**config.mk**
```make
export PLATFORM = sky130hd
export DESIGN_NAME = rfsh_sched
export DESIGN_NICKNAME = d
export VERILOG_FILES = /design/src/rtl/rfsh_pkg.sv /design/src/rtl/rfsh_bank_timers.sv /design/src/rtl/rfsh_saw_window.sv /design/src/rtl/rfsh_pick.sv /design/src/rtl/rfsh_sched.sv
export SDC_FILE = /design/constraint.sdc
export NUM_CORES = 1
export LEC_CHECK = 0
export BUFFER_PORTS_ARGS = -buffer_cell sky130_fd_sc_hd__buf_4
export CORE_UTILIZATION = 55
export DETAILED_ROUTE_END_ITERATION = 10
export GPL_ROUTABILITY_DRIVEN = 0
export PLACE_DENSITY = 0.73
export SLEW_MARGIN = 10
export SYNTH_ARGS = -nofsm -noshare
export SYNTH_HDL_FRONTEND = slang
export SYNTH_HIERARCHICAL = 1
export SYNTH_SLANG_ARGS = --single-unit
```
**constraint.sdc**
```tcl
create_clock -name clk -period 76.6 [get_ports clk]
set_input_delay 7.66 -clock clk [delete_from_list [all_inputs] [get_ports clk]]
set_output_delay 7.66 -clock clk [all_outputs]
set_load 0.1 [all_outputs]
```
**src/rtl/rfsh_pkg.sv**
```systemverilog
package rfsh_pkg;

    localparam int BANKS    = 16;
    localparam int BA_W     = $clog2(BANKS);
    localparam int MB_MAX   = 4;
    localparam int CNT_W    = $clog2(MB_MAX + 1);
    localparam int MMD_FROM = 3;

    typedef logic [BANKS-1:0] bmask_t;
    typedef logic [CNT_W-1:0] bcnt_t;
    typedef logic [BA_W:0]    pcnt_t;

    typedef enum logic {MODE_ONE = 1'b0, MODE_MULTI = 1'b1} rmode_e;

    typedef struct packed {
        logic            cs_n;
        logic            we_n;
        logic            ref_n;
        logic [BA_W-1:0] ba;
        bmask_t          addr;
    } busw_t;

    localparam busw_t BUS_IDLE = '{cs_n: 1'b1, we_n: 1'b1, ref_n: 1'b1, ba: '0, addr: '0};

    function automatic pcnt_t ones(input bmask_t m);
        pcnt_t c = '0;
        for (int i = 0; i < BANKS; i++) c = c + pcnt_t'(m[i]);
        return c;
    endfunction

    function automatic logic [BA_W-1:0] low_idx(input bmask_t m);
        logic [BA_W-1:0] r = '0;
        for (int i = BANKS - 1; i >= 0; i--) if (m[i]) r = i[BA_W-1:0];
        return r;
    endfunction

    function automatic bmask_t take_low(input bmask_t elig, input bcnt_t limit);
        bmask_t r   = '0;
        bcnt_t  got = '0;
        for (int i = 0; i < BANKS; i++) begin
            if (elig[i] && got < limit) begin
                r[i] = 1'b1;
                got  = got + bcnt_t'(1);
            end
        end
        return r;
    endfunction

endpackage

```
**src/rtl/rfsh_bank_timers.sv**
```systemverilog
module rfsh_bank_timers
    import rfsh_pkg::*;
#(
    parameter int T_RC = 8
) (
    input  logic   clk,
    input  logic   rst,
    input  bmask_t touch,
    input  bmask_t ref_fire,
    output bmask_t busy
);
    localparam int TW = $clog2(T_RC + 1);

    for (genvar b = 0; b < BANKS; b++) begin : g_bank
        logic [TW-1:0] cnt;
        always_ff @(posedge clk) begin
            if (rst)                cnt <= '0;
            else if (touch[b])      cnt <= TW'(T_RC - 1);
            else if (cnt != '0)     cnt <= cnt - TW'(1);
        end
        assign busy[b] = (cnt != '0);
    end

    AST_RC_WAIT: assert property (@(posedge clk) disable iff (rst)
        (ref_fire & busy) == '0) else $error("refresh to a bank inside its row cycle");

endmodule

```
**src/rtl/rfsh_saw_window.sv**
```systemverilog
module rfsh_saw_window
    import rfsh_pkg::*;
#(
    parameter int T_SAW = 12
) (
    input  logic  clk,
    input  logic  rst,
    input  bcnt_t n_new,
    output bcnt_t n_free
);
    localparam int SW = $clog2(T_SAW + 1);

    logic [SW-1:0]     slot [MB_MAX];
    logic [MB_MAX-1:0] occ;
    logic [MB_MAX-1:0] load;
    bcnt_t             given;

    always_comb begin
        load  = '0;
        given = '0;
        for (int s = 0; s < MB_MAX; s++) begin
            if (!occ[s] && given < n_new) begin
                load[s] = 1'b1;
                given   = given + bcnt_t'(1);
            end
        end
    end

    for (genvar s = 0; s < MB_MAX; s++) begin : g_slot
        assign occ[s] = (slot[s] != '0);
        always_ff @(posedge clk) begin
            if (rst)            slot[s] <= '0;
            else if (load[s])   slot[s] <= SW'(T_SAW - 1);
            else if (occ[s])    slot[s] <= slot[s] - SW'(1);
        end
    end

    always_comb begin
        n_free = bcnt_t'(MB_MAX);
        for (int s = 0; s < MB_MAX; s++) if (occ[s]) n_free = n_free - bcnt_t'(1);
    end

    AST_SAW_CAP: assert property (@(posedge clk) disable iff (rst)
        n_new <= n_free) else $error("activation window overfilled");

endmodule

```
**src/rtl/rfsh_pick.sv**
```systemverilog
module rfsh_pick
    import rfsh_pkg::*;
(
    input  rmode_e mode,
    input  bmask_t pend,
    input  bmask_t busy,
    input  bcnt_t  n_free,
    input  logic   allow,
    output bmask_t fire,
    output bcnt_t  n_fire
);
    bcnt_t limit;
    pcnt_t cnt;

    always_comb begin
        if (!allow)                 limit = '0;
        else if (mode == MODE_MULTI) limit = n_free;
        else                        limit = (n_free != '0) ? bcnt_t'(1) : '0;
    end

    assign fire   = take_low(pend & ~busy, limit);
    assign cnt    = ones(fire);
    assign n_fire = cnt[CNT_W-1:0];

endmodule

```
**src/rtl/rfsh_sched.sv**
```systemverilog
module rfsh_sched
    import rfsh_pkg::*;
#(
    parameter int T_RC   = 8,
    parameter int T_MMD  = 6,
    parameter int T_SAW  = 12,
    parameter int MB_GAP = 2
) (
    input  logic              clk,
    input  logic              rst,
    input  logic              mode_multi,
    input  logic [BANKS-1:0]  ref_req,
    input  logic              host_cmd_v,
    input  logic [BA_W-1:0]   host_cmd_ba,
    output logic              cs_n,
    output logic              we_n,
    output logic              ref_n,
    output logic [BA_W-1:0]   ba,
    output logic [BANKS-1:0]  addr
);
    localparam int MW = $clog2(T_MMD + 1);
    localparam int GW = $clog2(MB_GAP + 1);

    rmode_e        mode;
    bmask_t        pend, busy, fire, host_mask, touch;
    bcnt_t         n_free, n_fire, n_new;
    logic [MW-1:0] mmd_cnt;
    logic [GW-1:0] gap_cnt;
    logic          allow;
    busw_t         bus;

    assign mode      = rmode_e'(mode_multi);
    assign host_mask = host_cmd_v ? (bmask_t'(1) << host_cmd_ba) : '0;
    assign allow     = !host_cmd_v && (mmd_cnt == '0) && (mode == MODE_ONE || gap_cnt == '0);
    assign touch     = fire | host_mask;
    assign n_new     = n_fire + bcnt_t'(host_cmd_v);

    rfsh_bank_timers #(.T_RC(T_RC)) u_timers (
        .clk(clk), .rst(rst), .touch(touch), .ref_fire(fire), .busy(busy)
    );

    rfsh_saw_window #(.T_SAW(T_SAW)) u_window (
        .clk(clk), .rst(rst), .n_new(n_new), .n_free(n_free)
    );

    rfsh_pick u_pick (
        .mode(mode), .pend(pend), .busy(busy), .n_free(n_free),
        .allow(allow), .fire(fire), .n_fire(n_fire)
    );

    always_ff @(posedge clk) begin
        if (rst) pend <= '0;
        else     pend <= (pend & ~fire) | ref_req;
    end

    always_ff @(posedge clk) begin
        if (rst)                                                  mmd_cnt <= '0;
        else if (mode == MODE_MULTI && n_fire >= bcnt_t'(MMD_FROM)) mmd_cnt <= MW'(T_MMD - 1);
        else if (mmd_cnt != '0)                                   mmd_cnt <= mmd_cnt - MW'(1);
    end

    always_ff @(posedge clk) begin
        if (rst)                              gap_cnt <= '0;
        else if (host_cmd_v || fire != '0)    gap_cnt <= GW'(MB_GAP - 1);
        else if (gap_cnt != '0)               gap_cnt <= gap_cnt - GW'(1);
    end

    always_comb begin
        bus = BUS_IDLE;
        if (fire != '0) begin
            bus.cs_n  = 1'b0;
            bus.ref_n = 1'b0;
            if (mode == MODE_MULTI) bus.addr = fire;
            else                    bus.ba   = low_idx(fire);
        end
    end

    assign {cs_n, we_n, ref_n, ba, addr} = bus;

    AST_NO_CLASH: assert property (@(posedge clk) disable iff (rst)
        host_cmd_v |-> ref_n) else $error("refresh collides with host command");
    AST_STROBES: assert property (@(posedge clk) disable iff (rst)
        !cs_n |-> (!ref_n && we_n)) else $error("bad strobe encoding");
    AST_ONE_BANK: assert property (@(posedge clk) disable iff (rst)
        (!ref_n && !mode_multi) |-> (addr == '0)) else $error("address used in single mode");
    AST_MASK_SIZE: assert property (@(posedge clk) disable iff (rst)
        (!ref_n && mode_multi) |-> ($countones(addr) >= 1 && $countones(addr) <= MB_MAX && ba == '0))
        else $error("bank mask out of range");
    AST_WIDE_HOLD: assert property (@(posedge clk) disable iff (rst)
        (!ref_n && mode_multi && $countones(addr) >= MMD_FROM) |=> ref_n)
        else $error("refresh right after wide refresh");
    AST_MB_GAP: assert property (@(posedge clk) disable iff (rst)
        (!ref_n && mode_multi) |-> (gap_cnt == '0)) else $error("multibank gap broken");

endmodule

```
==> results.txt <==
DR vias/cell -> 5.98
Vias in the first global route -> 6853
Fill cell count -> 1352
Most used cell, CP -> ha_1
R2R Path End -> u_window/slot[3][2]$_SDFFCE_PN0P_
Syn. warnings -> 6
Max cap viols -> 0
Post-CTS Resized -> 0
Critical path origin -> mode_multi
Final nets -> 1168
Outcome -> finished clean
Hold depth -> 2
H-tree Lvls -> 3
Global route overflow -> 0
Most used DFF post-synth -> dfxtp_1
Slew Limit Fails -> 0
Initial antenna violation count -> 0
Worst Setup End Kind -> output pin
CTS clk-pin slew, worst paths -> 0.08 ns
Largest net degree at the start of global routing -> 98
Crit Path Class -> input port to output pin
Hold crit path type -> register to register
Die height -> 127 µm
Worst-Margin Slew -> 1.04 ns
Post-DP HPWL -> 15.3 mm
Fin. Hold Viols -> 0
RR Startpoint -> u_window/slot[1][0]$_DFFE_PP_
DIE WIDTH -> 127 µm
Bufs and invs on worst path -> 10
Avg Inst Size Synth -> 8.32 µm²
Ys async rst share -> 0
Sequential Area -> 0.00218 mm²
First drt pass iteration count -> 9
P&R area growth vs syn -> 8.01%
Count of cell types in the netlist -> 87
Commonest non-fill, non-tap cell in the layout -> inv_1
Clk sinks -> 101
Ant. Diodes -> 0
Crit path launch type -> input port
Root buf cell -> clkbuf_16
Fin crit period -> 39.51 ns
Post-route clock skew -> 0.0103 ns
Post-Synthesis Cells -> 1027
Row count -> 45
Setup_tns -> 0 ns
CTS Buf Count -> 9
Max stage delay on crit path -> 0.70 ns
RSZ-0062 raised after global routing -> no
Mapped Area -> 0.00855 mm²
# setup viols final -> 0
GRT Resource Usage Total -> 0.262
Post-Route Utilization -> 0.607
Drt wl/cell -> 16.3 µm
CP top delay family -> simple AND/OR/NAND/NOR gates
Register area share after synthesis -> 0.255
Hold Startpoint -> pend[8]$_SDFF_PP0_
Post-CTS setup buffer count -> 0
First-pass GRT wire length -> 33.5 mm
Layout cell share with drive strength beyond 1 -> 0.111
Buffers on Ports -> 45
Post-synth EDFFs -> 16
Post-Route WL -> 20.2 mm
Worst Hold Path EP -> pend[8]$_SDFF_PP0_
Vias -> 7393
Slowest cell on the critical path -> nand3_1
Slew HR -> 0.305
Cts hold-fix bufs -> 0
Die area -> 0.0160 mm²
Reg2Reg Setup Slack -> 46.17 ns
Critical path arrival -> 31.85 ns
Worst r2r path cells -> 122
Starting density of the core -> 0.562
Top Ports -> 47
#FFs+latches synth -> 101
Critical Path Fanout Max -> 19
DRC -> 0
Core area -> 0.0152 mm²
Fmax achieved -> 25.3 MHz
Maximum clock path buffer count -> 2
Most frequent cells in the layout -> inv_1 (95), ha_1 (94), dfxtp_1 (85)
Detail Route Antenna Nets -> 0
Final worst-path cycle share -> 0.516
Syn_nets -> 1152
DR iter-0 viols -> 555
CTS tree -> built
Multi-input logic area -> 0.00574 mm²
Critical Path RT -> 68.94 ns
Clock Latency Late Sink -> 0.37 ns
routing by layer:
layer,track usage,part of all wire,up-vias
li1,-,-,3670
met1,0.358,0.47,3479
met2,0.417,0.45,205
met3,0.0472,0.053,39
met4,0.0896,0.028,0
met5,0,0,-
worst register-to-register path, delay by kind of cell (launching register included):
kind | cells | cell delay, ns
xor gates and xnor gates | 15 | 3.87
muxes | 4 | 1.29
and+or+nand+nor | 43 | 9.06
buffers and inverters | 10 | 1.46
DFF | 1 | 0.42
AOI/OAI and AO/OA | 24 | 6.65
adders and majority gates | 26 | 7.40
sequential cells by signal (all words and copies together) (netlist names):
name	count
pend	16
u_timers/g_bank.cnt	64
mmd_cnt	3
u_window/slot	16
gap_cnt	2
how the worst max path moves through the flow:
stage                to  slack [ns]  depth (start not counted)
5_1_grt           ba[1]       35.31                         97
3_3_place_gp      ba[1]       38.36                         96
4_1_cts           ba[1]       37.55                         95
2_1_floorplan  addr[12]       38.40                         95
6_report          ba[1]       37.09                         98
3_5_place_dp      ba[1]       37.59                         95
cell families after synthesis:
family,Yosys count,synth area share
AOI/OAI and AO/OA,228,0.180
xor gates and xnor gates,39,0.0480
adders and majority gates,101,0.154
buffers and inverters,152,0.0735
DFF,101,0.255
muxes,34,0.0410
other,1,0.000439
and+or+nand+nor,371,0.248
layout make-up:
cell class                 instances  share of cell area
clock buffer                       9              0.0244
sequential                       101               0.236
clock inverter                     7             0.00800
tap                              188              0.0255
timing repair buffer              47              0.0382
inverter                         110              0.0461
multi-input combinational        774               0.621
through the flow:
| stage | area [µm²] | hold WS, ns | cells | setup WS (ns) |
|---|---|---|---|---|
| floorplan | 8550 | 0.447 | 1027 | 38.40 |
| global placement | 8930 | 0.463 | 1220 | 38.36 |
| detailed placement | 8930 | 0.472 | 1220 | 37.59 |
| CTS | 9230 | 0.492 | 1236 | 37.55 |
| global route | 9230 | 0.522 | 1236 | 35.31 |
| finish | 9230 | 0.487 | 1236 | 37.09 |
cell usage after synthesis, drive strengths merged (21+ instances only):
master    n  share of area
a21oi    73          0.043
a31oi    23          0.017
buf      27          0.017
dfxtp    85           0.20
ha       94           0.14
inv     107          0.047
mux2i    26          0.030
nand2    57          0.026
nand3    24          0.015
nand3b   21          0.018
nor2     81          0.036
nor3     60          0.035
o21ai    32          0.019
or2b     33          0.029
xnor2    31          0.034
Power is left out: the tool's default activity adds up to more than one toggle a clock period on the data nets, which glitch-free logic cannot reach.
